### config.mk
export PLATFORM = sky130hd
export DESIGN_NAME = half_to_single_widen
export DESIGN_NICKNAME = d
export VERILOG_FILES = /design/src/rtl/h2s_pkg.sv /design/src/rtl/half_pick.sv /design/src/rtl/lead_one_norm.sv /design/src/rtl/nan_shaper.sv /design/src/rtl/half_to_single_widen.sv
export SDC_FILE = /design/constraint.sdc
export NUM_CORES = 1
export LEC_CHECK = 0
export ABC_AREA = 1
export BUFFER_PORTS_ARGS = -buffer_cell sky130_fd_sc_hd__buf_2
export CAP_MARGIN = 20
export CORE_MARGIN = 4
export CORE_UTILIZATION = 54
export DETAILED_ROUTE_END_ITERATION = 6
export HOLD_SLACK_MARGIN = 0.02
export PLACE_DENSITY = 0.79
export SETUP_SLACK_MARGIN = 0.02
export SYNTH_ARGS = -nofsm -noshare
export SYNTH_HDL_FRONTEND = slang
export SYNTH_HIERARCHICAL = 1
export SYNTH_SLANG_ARGS = --single-unit
### constraint.sdc
create_clock -name clk -period 3.7 [get_ports clk]
set_clock_uncertainty 0.05 [all_clocks]
set_input_delay 0.555 -clock clk [delete_from_list [all_inputs] [get_ports clk]]
set_output_delay 0.555 -clock clk [all_outputs]
set_load 0.005 [all_outputs]
### src/rtl/h2s_pkg.sv
// Shared formats and constants for the half-to-single widening converter.
// Assumes IEEE binary16 input and binary32 output layouts.
package h2s_pkg;
    localparam int HALF_EXP_W  = 5;
    localparam int HALF_FRAC_W = 10;
    localparam int HALF_W      = 1 + HALF_EXP_W + HALF_FRAC_W;
    localparam int SGL_EXP_W   = 8;
    localparam int SGL_FRAC_W  = 23;
    localparam int SGL_W       = 1 + SGL_EXP_W + SGL_FRAC_W;
    localparam int WORD_W      = 2 * HALF_W;
    localparam int HALF_BIAS   = (1 << (HALF_EXP_W - 1)) - 1;
    localparam int SGL_BIAS    = (1 << (SGL_EXP_W - 1)) - 1;
    localparam int BIAS_GAP    = SGL_BIAS - HALF_BIAS;
    localparam int SUB_BASE    = BIAS_GAP + 1;
    localparam int ALIGN_SH    = SGL_FRAC_W - HALF_FRAC_W;

    typedef struct packed {
        logic                   sign;
        logic [HALF_EXP_W-1:0]  expo;
        logic [HALF_FRAC_W-1:0] frac;
    } half_t;

    typedef struct packed {
        logic                  sign;
        logic [SGL_EXP_W-1:0]  expo;
        logic [SGL_FRAC_W-1:0] frac;
    } single_t;

    typedef enum logic [2:0] {
        HC_ZERO,
        HC_SUB,
        HC_NORM,
        HC_INF,
        HC_NAN
    } hclass_e;
endpackage

### src/rtl/half_pick.sv
// Selects one binary16 field from a word and classifies it.
// Assumes the upper field lives in the high half of the word.
module half_pick
    import h2s_pkg::*;
(
    input  logic [WORD_W-1:0] word_i,
    input  logic              upper_i,
    input  logic              alt_i,
    output half_t             fld_o,
    output hclass_e           cls_o
);
    // Field selection by the top/bottom control.
    assign fld_o = upper_i ? word_i[WORD_W-1:HALF_W] : word_i[HALF_W-1:0];

    // Class decode; the all-ones exponent is special only outside alternative format.
    always_comb begin
        if (fld_o.expo == '0) begin
            cls_o = (fld_o.frac == '0) ? HC_ZERO : HC_SUB;
        end else if ((fld_o.expo == '1) && !alt_i) begin
            cls_o = (fld_o.frac == '0) ? HC_INF : HC_NAN;
        end else begin
            cls_o = HC_NORM;
        end
    end
endmodule

### src/rtl/lead_one_norm.sv
// Normalises a nonzero fraction so its leading one lands just above the
// field: a priority encoder finds the top one, a log-depth barrel shifter moves it.
// Assumes a nonzero input; for zero the outputs are meaningless.
module lead_one_norm #(
    parameter  int W   = 10,
    localparam int SHW = $clog2(W + 1)
) (
    input  logic [W-1:0]   mant_i,
    output logic [SHW-1:0] shift_o,
    output logic [W-1:0]   frac_o,
    output logic           lead_o
);
    logic [SHW-1:0] top_pos;
    logic [W:0]     stage [0:SHW];

    // Priority encoder: position of the highest set bit.
    always_comb begin
        top_pos = '0;
        for (int i = 0; i < W; i++) begin
            if (mant_i[i]) top_pos = SHW'(i);
        end
    end

    // Distance from that bit to the implicit-one position W.
    assign shift_o  = SHW'(W) - top_pos;
    assign stage[0] = {1'b0, mant_i};

    // One conditional power-of-two shift per bit of the shift amount.
    for (genvar k = 0; k < SHW; k++) begin : g_stage
        assign stage[k+1] = shift_o[k] ? (stage[k] << (1 << k)) : stage[k];
    end

    assign frac_o = stage[SHW][W-1:0];
    assign lead_o = stage[SHW][W];
endmodule

### src/rtl/nan_shaper.sv
// Produces the binary32 NaN fraction and sign from an aligned payload:
// quiets signalling NaNs, flags them, and applies the default-NaN override.
module nan_shaper
    import h2s_pkg::*;
(
    input  logic                  sign_i,
    input  logic [SGL_FRAC_W-1:0] frac_i,
    input  logic                  dflt_i,
    output logic                  sign_o,
    output logic [SGL_FRAC_W-1:0] frac_o,
    output logic                  signal_o
);
    localparam logic [SGL_FRAC_W-1:0] QUIET = SGL_FRAC_W'(1) << (SGL_FRAC_W - 1);

    // A clear quiet bit marks a signalling NaN.
    assign signal_o = !frac_i[SGL_FRAC_W-1];

    // Default NaN drops payload and sign; otherwise only the quiet bit is forced.
    always_comb begin
        if (dflt_i) begin
            frac_o = QUIET;
            sign_o = 1'b0;
        end else begin
            frac_o = frac_i | QUIET;
            sign_o = sign_i;
        end
    end
endmodule

### src/rtl/half_to_single_widen.sv
// Exact binary16 to binary32 widening with one output register stage.
// Assumes synchronous active-low reset; inputs are used only with in_valid high.
module half_to_single_widen
    import h2s_pkg::*;
(
    input  logic              clk,
    input  logic              rst_n,
    input  logic              in_valid,
    input  logic [WORD_W-1:0] src_word,
    input  logic              take_upper,
    input  logic              alt_half,
    input  logic              default_nan,
    output logic              out_valid,
    output logic [SGL_W-1:0]  out_word,
    output logic              invalid_o
);
    localparam int SHW = $clog2(HALF_FRAC_W + 1);

    half_t                  fld;
    hclass_e                cls;
    logic [SHW-1:0]         sub_shift;
    logic [HALF_FRAC_W-1:0] sub_frac;
    logic                   norm_lead;
    logic                   is_sub;
    logic                   nan_sign;
    logic [SGL_FRAC_W-1:0]  nan_frac;
    logic                   nan_sig;
    single_t                res_c;
    logic                   inv_c;
    single_t                res_q;
    logic                   inv_q;
    logic                   vld_q;

    half_pick u_pick (
        .word_i  (src_word),
        .upper_i (take_upper),
        .alt_i   (alt_half),
        .fld_o   (fld),
        .cls_o   (cls)
    );

    lead_one_norm #(.W(HALF_FRAC_W)) u_norm (
        .mant_i  (fld.frac),
        .shift_o (sub_shift),
        .frac_o  (sub_frac),
        .lead_o  (norm_lead)
    );

    nan_shaper u_nan (
        .sign_i   (fld.sign),
        .frac_i   ({fld.frac, {ALIGN_SH{1'b0}}}),
        .dflt_i   (default_nan),
        .sign_o   (nan_sign),
        .frac_o   (nan_frac),
        .signal_o (nan_sig)
    );

    assign is_sub = (cls == HC_SUB);

    // Assembles the binary32 result for each input class.
    always_comb begin
        res_c.sign = fld.sign;
        res_c.expo = '0;
        res_c.frac = '0;
        inv_c      = 1'b0;
        case (cls)
            HC_ZERO: begin
                res_c.expo = '0;
                res_c.frac = '0;
            end
            HC_SUB: begin
                res_c.expo = SGL_EXP_W'(SUB_BASE) - SGL_EXP_W'(sub_shift);
                res_c.frac = {sub_frac, {ALIGN_SH{1'b0}}};
            end
            HC_INF: begin
                res_c.expo = '1;
                res_c.frac = '0;
            end
            HC_NAN: begin
                res_c.sign = nan_sign;
                res_c.expo = '1;
                res_c.frac = nan_frac;
                inv_c      = nan_sig;
            end
            default: begin
                res_c.expo = SGL_EXP_W'(fld.expo) + SGL_EXP_W'(BIAS_GAP);
                res_c.frac = {fld.frac, {ALIGN_SH{1'b0}}};
            end
        endcase
    end

    // Output stage: captures the result and the flag together with the valid bit.
    always_ff @(posedge clk) begin
        if (!rst_n) begin
            vld_q <= 1'b0;
            res_q <= '0;
            inv_q <= 1'b0;
        end else begin
            vld_q <= in_valid;
            res_q <= res_c;
            inv_q <= inv_c && in_valid;
        end
    end

    assign out_valid = vld_q;
    assign out_word  = res_q;
    assign invalid_o = inv_q;
endmodule

==> results of run 1 <==
-- state kept, by name (all words and copies together), names as in the netlist --
register	count
out_word	31
invalid_o	1
out_valid	1
-- how the worst min path moves through the flow --
stage / startpoint / to / slack (ns) / cells past startpoint
2_1_floorplan: in_valid / out_valid / 0.62 / 2
3_3_place_gp: in_valid / out_valid / 0.71 / 3
3_5_place_dp: in_valid / out_valid / 0.71 / 3
4_1_cts: in_valid / out_valid / 0.42 / 3
5_1_grt: in_valid / out_valid / 0.46 / 3
6_report: in_valid / out_valid / 0.43 / 3
-- placed cells by master, fill, tap and decap left out, drive strengths merged, types with 2 or more instances in the layout --
| master | instances |
|---|---|
| a21oi | 14 |
| buf | 73 |
| clkbuf | 7 |
| conb | 14 |
| dfxtp | 33 |
| ha | 2 |
| inv | 110 |
| nand2 | 113 |
| nand3 | 31 |
| nor2 | 97 |
| o211ai | 2 |
| o21ai | 30 |
-- per-layer routing --
metal / vias to the layer above / track usage (%) / share of wire, %
met5: - / 0 / 0
met4: 0 / 6.82 / 2.0
met3: 12 / 4.01 / 7.9
met2: 97 / 35.2 / 45
met1: 1141 / 25.0 / 45
li1: 1476 / - / -
-- layout make-up --
cell class / count / area [sq um]
clock inverters: 1 / 30.0
clock buffers: 7 / 86.3
well taps: 67 / 83.8
inverters: 110 / 415
multi-input cells: 310 / 1500
flip-flops and latches: 33 / 661
repair buffers: 73 / 370
fillers: 454 / 1610
-- where the power goes --
group	total, mW	switching, mW	internal (mW)
Clock	0.347	0.127	0.219
Sequential	0.377	0.00424	0.373
Combinational	0.340	0.217	0.123
Total	1.06	0.348	0.716
-- stage by stage --
step           util (%)  total power, mW
2_1_floorplan         -            0.644
3_3_place_gp       63.8            0.720
3_5_place_dp       63.8            0.723
4_1_cts            66.2             1.07
5_1_grt            66.2             1.14
6_report           66.2             1.06
==> out/summary.json, run 1 <==
{
  "clocking": {
    "cts_max_level": 2,
    "cts_resized": 0,
    "tritoncts_clock_tree": "yes",
    "cts_inserted_buffers": 5,
    "hold_bufs_at_cts": 0,
    "max-clock-path-buffers": 2,
    "clkSlewWorstSetupHoldPaths_ns": 0.07,
    "cts_root_buf": "clkbuf_8",
    "cts_post_setup_buffers_inserted": 0,
    "clock-sinks": 33
  },
  "place": {
    "placed_cells": 593,
    "place.port_buffers": 71,
    "dpl_cell_area_sq_mm": 0.00303,
    "detailedPlacementHpwl_mm": 4.78,
    "dp_slack_ns": 0.223,
    "finalWeightedCongestion": 0.939
  },
  "synth": {
    "syn-instance-count": 457,
    "synth_area_sq_mm": 0.00266,
    "synth.avg_cell_area_sq_um": 5.83,
    "synthesis.yosys.warnings": 6
  },
  "route": {
    "detail_route.drc_violations": 0,
    "first_pass_iters": 4,
    "via_per_inst": 4.54,
    "wl_final_mm": 6.14,
    "ant_nets": 0,
    "via_count": 2726,
    "drt_iter0_drc": 153,
    "post_drt_wl_per_cell_um": 10.2
  },
  "critical_path": {
    "crit_path_start": "take_upper",
    "crit_end_category": "flop",
    "worst_setup_path_endpoint": "out_word[25]",
    "startpoint_type": "input pin",
    "crit_buf_inv": 7,
    "cp.depth": 23,
    "timing.critical_path.required_ns": 3.82,
    "max_stage_delay_ns": 0.30,
    "crit_slowest_cell": "xor2_4",
    "largest_delay_contributor_family_on_the_critical_path": "buffers and inverters",
    "crit_path_cell_trace": "buf_2 > inv_2 > nand2_1 > nand2_2 > inv_1 > inv_1 > nand2_1 > nand2_1 > nand2_1 > nand2_1 > nand2_2 > nand2_4 > nand2_8 > inv_1 > ha_1 > inv_1 > xor2_4 > inv_1 > ha_1 > nor2_1 > nor2_1 > nor2_1 > a21oi_1",
    "critical_path_arrival_ns": 3.29,
    "criticalPathCategory": "in -> reg",
    "biggest_fanout_along_the_worst_timing_path": 21
  },
  "timing": {
    "setup-violations-final": 0,
    "hold_viol_final": 0,
    "whs_ns": 0.432,
    "grt_setup_unrepaired": "no",
    "finalMaxSlewViolations": 0,
    "layout_setup_ws_ns": 0.531,
    "timing.setup.tns_ns": 0,
    "maxClockFrequency_mhz": 316,
    "period_share_pct": 85.7,
    "post-route-min-period_ns": 3.17
  },
  "global_route": {
    "grt.total_usage_pct": 20.3,
    "global_route_wire_length_before_repair_mm": 10.2,
    "initial_antenna_violation_count": 0,
    "largest_net_degree_at_the_start_of_global_routing": 28,
    "via_count_of_the_first_global_routing_pass": 2365,
    "grt-ovfl-total": 0
  },
  "worst_hold_path": {
    "worstHoldPathType": "in -> reg"
  },
  "final_layout": {
    "layout.nets": 573,
    "layout.cell_area.non_filler_sq_mm": 0.00315,
    "post_route_cells_drive_above_1_share_pct": 24.0,
    "instances_no_fill": 601,
    "diodes": 0,
    "syn2layout_area_growth_pct": 18.2
  },
  "power": {
    "ir_drop_mv": 0.225,
    "power_leakage_nw": 1.80,
    "cellPowerDensity_mw_per_mm2": 338
  },
  "flow_run": {
    "max_cap_viol_count": 0
  },
  "floorplanning": {
    "io_pins": 72,
    "die_h_um": 78.2,
    "floorplan.die_area_sq_mm": 0.00612,
    "core_region_area_sq_mm": 0.00475,
    "initial_core_util_pct": 56.0,
    "placement_rows": 25,
    "die_width_um": 78.2
  },
  "status": {
    "run_status": "complete, no violations"
  }
}
Note: power is estimated with default switching activity, not from simulation.
==> run 2, diff against run 1 <==
--- a/config.mk
+++ b/config.mk
@@ -10,2 +10,3 @@
 export CAP_MARGIN = 20
+export CORE_ASPECT_RATIO = 0.6
 export CORE_MARGIN = 4
--- a/constraint.sdc
+++ b/constraint.sdc
@@ -4,2 +4,2 @@
 set_output_delay 0.555 -clock clk [all_outputs]
-set_load 0.005 [all_outputs]
+set_load 0.05 [all_outputs]
==> run 2 against run 1 <==
Compared with the run above: critical path depth is the same; count of clock-buffer cells in the layout shrank 2; fmax shrank 3.5%; largest cell class unchanged; clock power is essentially flat; routed wire length grew 7.3%; non-clock buffer count grew 1; highest routed layer unchanged; utilization grew 1.4 points; cell count shrank 0.50%; critical path type unchanged.
==> out/summary.json, run 2 (synthesized netlist as in run 1, its figures left out) <==
{
  "status": {
    "run_status": "complete, no violations"
  },
  "power": {
    "pwr-share-seq_pct": 33.3,
    "ir_drop_mv": 0.281,
    "power_leakage_nw": 1.80,
    "power.total_mw": 1.13,
    "internal-power_mw": 0.699,
    "switching_share_pct": 38.3,
    "switching_power_mw": 0.433,
    "comb_power_share_pct": 36.2,
    "pwr-share-clk_pct": 30.5,
    "cellPowerDensity_mw_per_mm2": 360
  },
  "floorplanning": {
    "die_h_um": 62.4,
    "core_region_area_sq_mm": 0.00466,
    "initial_core_util_pct": 57.1,
    "floorplan.die_area_sq_mm": 0.00615,
    "io_pins": 72,
    "placement_rows": 19,
    "die_width_um": 98.7
  },
  "clocking": {
    "clkSlewWorstSetupHoldPaths_ns": 0.07,
    "tritoncts_clock_tree": "yes",
    "cts_post_setup_buffers_inserted": 0,
    "clock-sinks": 33,
    "cts_resized": 0,
    "cts_max_level": 2,
    "cts_root_buf": "clkbuf_8",
    "max-clock-path-buffers": 2,
    "hold_bufs_at_cts": 0,
    "cts_inserted_buffers": 5
  },
  "place": {
    "place.port_buffers": 71,
    "dp_slack_ns": 0.113,
    "detailedPlacementHpwl_mm": 5.19,
    "placed_cells": 590,
    "finalWeightedCongestion": 0.855
  },
  "timing": {
    "setup-violations-final": 0,
    "timing.setup.tns_ns": 0,
    "hold_viol_final": 0,
    "finalMaxSlewViolations": 0,
    "maxClockFrequency_mhz": 304,
    "post-route-min-period_ns": 3.29,
    "layout_setup_ws_ns": 0.415,
    "period_share_pct": 88.8,
    "grt_setup_unrepaired": "no"
  },
  "global_route": {
    "grt-ovfl-total": 0,
    "largest_net_degree_at_the_start_of_global_routing": 28,
    "grt.total_usage_pct": 22.6,
    "global_route_wire_length_before_repair_mm": 11.6,
    "via_count_of_the_first_global_routing_pass": 2587,
    "initial_antenna_violation_count": 0
  },
  "final_layout": {
    "layout.cells.most_common": "inv_1",
    "syn2layout_area_growth_pct": 18.3,
    "nFillCells": 453,
    "post-route-util_pct": 67.6,
    "post_route_cells_drive_above_1_share_pct": 24.3,
    "layout.nets": 574,
    "largest_register_ffs": 31,
    "most-common-layout-cells": "inv_1 (100), nand2_1 (92), nor2_1 (87)",
    "instances_no_fill": 598,
    "diodes": 0
  },
  "critical_path": {
    "crit_path_start": "take_upper",
    "startpoint_type": "input pin",
    "crit_end_category": "flop",
    "criticalPathCategory": "in -> reg",
    "critical_path_arrival_ns": 3.41,
    "timing.critical_path.required_ns": 3.82,
    "biggest_fanout_along_the_worst_timing_path": 21,
    "worst_setup_path_endpoint": "out_word[25]"
  },
  "route": {
    "ant_nets": 0,
    "via_per_inst": 4.61,
    "via_count": 2754,
    "detail_route.drc_violations": 0,
    "post_drt_wl_per_cell_um": 11.0,
    "drt_iter0_drc": 141,
    "wl_final_mm": 6.59,
    "first_pass_iters": 5
  },
  "worst_hold_path": {
    "worstHoldPathType": "in -> reg"
  },
  "flow_run": {
    "max_cap_viol_count": 0
  }
}
-- run 2: power by group through the flow --
stage / registers, mW / logic (mW) / clock network (mW)
after floorplan: 0.447 / 0.260 / 0
after global placement: 0.385 / 0.404 / 0
after detailed placement: 0.385 / 0.406 / 0
after CTS: 0.377 / 0.408 / 0.352
after global routing: 0.379 / 0.460 / 0.369
final: 0.377 / 0.410 / 0.346
-- run 2: how the worst min path moves through the flow --
stage | from | to | slack (ns) | cells past startpoint
after floorplan | in_valid | out_valid | 0.62 | 2
after global placement | in_valid | out_valid | 0.71 | 3
after detailed placement | in_valid | out_valid | 0.71 | 3
after CTS | in_valid | out_valid | 0.41 | 3
after global routing | in_valid | out_valid | 0.42 | 3
final | in_valid | out_valid | 0.42 | 3
-- run 2: worst max-delay path, cell delays in order --
cell and delay (ns):
buf_2 0.30, inv_2 0.18, nand2_1 0.11, nand2_2 0.06, inv_1 0.14, inv_1 0.08, nand2_1 0.06, nand2_1 0.04
nand2_1 0.05, nand2_1 0.06, nand2_2 0.07, nand2_4 0.11, nand2_8 0.12, inv_1 0.08, ha_1 0.21, inv_1 0.18
xor2_4 0.32, inv_1 0.08, ha_1 0.28, nor2_1 0.09, nor2_1 0.05, nor2_1 0.11, a21oi_1 0.07
-- run 2: cell type report --
class                   count  area [sq um]  share of cell area (%)
inverters                 110           415                    13.2
multi-input cells         310          1500                    47.7
clock inverters             3          46.3                    1.47
repair buffers             74           378                    12.0
flip-flops and latches     33           661                    21.0
well taps                  63          78.8                    2.50
clock buffers               5          68.8                    2.19
-- run 2: routing by layer --
layer	share of wire (%)	track usage, %
met1	49	31.1
met2	44	36.6
met3	5.9	5.35
met4	0.82	3.75
met5	0	0
-- run 2: per-stage QoR --
step / hold WS (ns) / cell area [sq um]
after floorplan: 0.617 / 2710
after global placement: 0.707 / 3030
after detailed placement: 0.710 / 3030
after CTS: 0.410 / 3150
after global routing: 0.420 / 3150
final: 0.422 / 3150
==> run 3, diff against run 2 <==
CORE_UTILIZATION = 40   (was 54)
PLACE_DENSITY = 0.6   (was 0.79)
==> run 3 against run 2 <==
Compared with the run above: setup slack improved by 0.064 ns; via count fell by 2.3%; routed wire length shrank 2.5%; combinational power about the same; largest power group unchanged; critical endpoint unchanged; die area rose by 31%; count of clock-buffer cells in the layout grew 2; sequential power barely moved; non-clock buffer count stayed put; global-route usage shrank 6.1 points; highest routed layer unchanged.
==> out/summary.json, run 3 (synthesized netlist as in run 1, its figures left out) <==
{
  "route": {
    "detail_route.drc_violations": 0,
    "via_per_inst": 4.35,
    "ant_nets": 0,
    "wl_final_mm": 6.43,
    "first_pass_iters": 5,
    "via_count": 2691,
    "drt_iter0_drc": 172,
    "post_drt_wl_per_cell_um": 10.4
  },
  "timing": {
    "timing.slew.headroom_pct": 66.5,
    "tightestPinTransition_ns": 0.502,
    "layout_setup_ws_ns": 0.478,
    "grt_setup_unrepaired": "no",
    "finalMaxSlewViolations": 0,
    "maxClockFrequency_mhz": 310,
    "setup-violations-final": 0,
    "hold_viol_final": 0,
    "post-route-min-period_ns": 3.22,
    "period_share_pct": 87.1,
    "timing.setup.tns_ns": 0
  },
  "final_layout": {
    "syn2layout_area_growth_pct": 19.3,
    "post_route_cells_drive_above_1_share_pct": 24.1,
    "layout.nets": 574,
    "layout.cells.most_common": "inv_1",
    "diodes": 0,
    "layout.cell_area.non_filler_sq_mm": 0.00318,
    "nFillCells": 677,
    "largest_register_ffs": 31,
    "most-common-layout-cells": "inv_1 (100), nand2_1 (92), nor2_1 (87)",
    "post-route-util_pct": 50.6
  },
  "clocking": {
    "cts_max_level": 2,
    "hold_bufs_at_cts": 0,
    "clkSlewWorstSetupHoldPaths_ns": 0.07,
    "cts_root_buf": "clkbuf_8",
    "max-clock-path-buffers": 2,
    "cts_resized": 0,
    "tritoncts_clock_tree": "yes",
    "clock-sinks": 33,
    "cts_inserted_buffers": 5,
    "cts_post_setup_buffers_inserted": 0
  },
  "critical_path": {
    "crit_slowest_cell": "buf_2",
    "biggest_fanout_along_the_worst_timing_path": 21,
    "critical_path_arrival_ns": 3.34,
    "largest_delay_contributor_family_on_the_critical_path": "buffers and inverters",
    "criticalPathCategory": "in -> reg",
    "cp.depth": 23,
    "crit_path_cell_trace": "buf_2 > inv_2 > nand2_1 > nand2_2 > inv_1 > inv_1 > nand2_1 > nand2_1 > nand2_1 > nand2_1 > nand2_2 > nand2_4 > nand2_8 > inv_1 > ha_1 > inv_1 > xor2_4 > inv_1 > ha_1 > nor2_1 > nor2_1 > nor2_1 > a21oi_1",
    "max_stage_delay_ns": 0.31,
    "startpoint_type": "input pin",
    "crit_path_start": "take_upper",
    "crit_buf_inv": 7,
    "worst_setup_path_endpoint": "out_word[25]",
    "timing.critical_path.required_ns": 3.82,
    "crit_end_category": "flop"
  },
  "floorplanning": {
    "io_pins": 72,
    "die_width_um": 113,
    "floorplan.die_area_sq_mm": 0.00807,
    "initial_core_util_pct": 42.4,
    "core_region_area_sq_mm": 0.00628,
    "die_h_um": 71.2,
    "placement_rows": 22
  },
  "flow_run": {
    "max_cap_viol_count": 0
  },
  "place": {
    "dp_slack_ns": 0.177,
    "dpl_cell_area_sq_mm": 0.00306,
    "finalWeightedCongestion": 0.924,
    "place.port_buffers": 71,
    "detailedPlacementHpwl_mm": 5.07
  },
  "global_route": {
    "initial_antenna_violation_count": 0,
    "largest_net_degree_at_the_start_of_global_routing": 28,
    "grt.total_usage_pct": 16.5,
    "grt-ovfl-total": 0,
    "via_count_of_the_first_global_routing_pass": 2475,
    "global_route_wire_length_before_repair_mm": 11.0
  },
  "worst_hold_path": {
    "worstHoldPathType": "in -> reg"
  },
  "power": {
    "switching_power_mw": 0.416,
    "internal-power_mw": 0.718,
    "pwr-share-clk_pct": 30.7,
    "pwr-share-seq_pct": 33.3,
    "power_leakage_nw": 1.81,
    "cellPowerDensity_mw_per_mm2": 357,
    "ir_drop_mv": 0.171,
    "switching_share_pct": 36.7,
    "comb_power_share_pct": 36.0
  },
  "status": {
    "run_status": "complete, no violations"
  }
}
run 3: changes by cell type in the layout (fill, tap and decap cells not counted):
| cell | previous run | this run |
|---|---|---|
| clkbuf_1 | 0 | 1 |
| clkbuf_8 | 5 | 6 |
| clkinv_4 | 1 | 0 |
| clkinvlp_4 | 1 | 0 |
run 3: stage by stage:
stage / std cells / hold slack, ns / total power, mW
after detailed placement: 611 / 0.725 / 0.791
after global routing: 619 / 0.430 / 1.22
after global placement: 611 / 0.718 / 0.790
after CTS: 619 / 0.426 / 1.15
final: 619 / 0.435 / 1.13
after floorplan: 469 / 0.617 / 0.707
run 3: cell type report:
class,instances,area [sq um],share of cell area (%)
Timing Repair Buffer,74,378,11.9
Inverter,110,415,13.1
Clock inverter,1,30.0,0.945
Sequential cell,33,661,20.8
Tap cell,84,105,3.31
Clock buffer,7,86.3,2.72
Multi-Input combinational cell,310,1500,47.3
run 3: worst min path at each step:
stage                     startpoint  cells past startpoint  slack, ns        end
after floorplan             in_valid                      2       0.62  out_valid
after global placement      in_valid                      3       0.72  out_valid
after detailed placement    in_valid                      3       0.72  out_valid
after CTS                   in_valid                      3       0.43  out_valid
after global routing        in_valid                      3       0.43  out_valid
final                       in_valid                      3       0.43  out_valid
run 3: metal layers:
layer  track usage [%]  share of wire [%]
met2              24.6                 40
met5                 0                  0
met3              4.53                6.2
met4              3.07               0.53
met1              24.0                 53
run 3: power groups by stage:
| stage | logic [mW] | registers (mW) | clock network (mW) |
|---|---|---|---|
| 5_1_grt | 0.460 | 0.379 | 0.376 |
| 2_1_floorplan | 0.260 | 0.447 | 0 |
| 3_5_place_dp | 0.406 | 0.385 | 0 |
| 4_1_cts | 0.408 | 0.378 | 0.361 |
| 3_3_place_gp | 0.405 | 0.386 | 0 |
| 6_report | 0.408 | 0.378 | 0.348 |
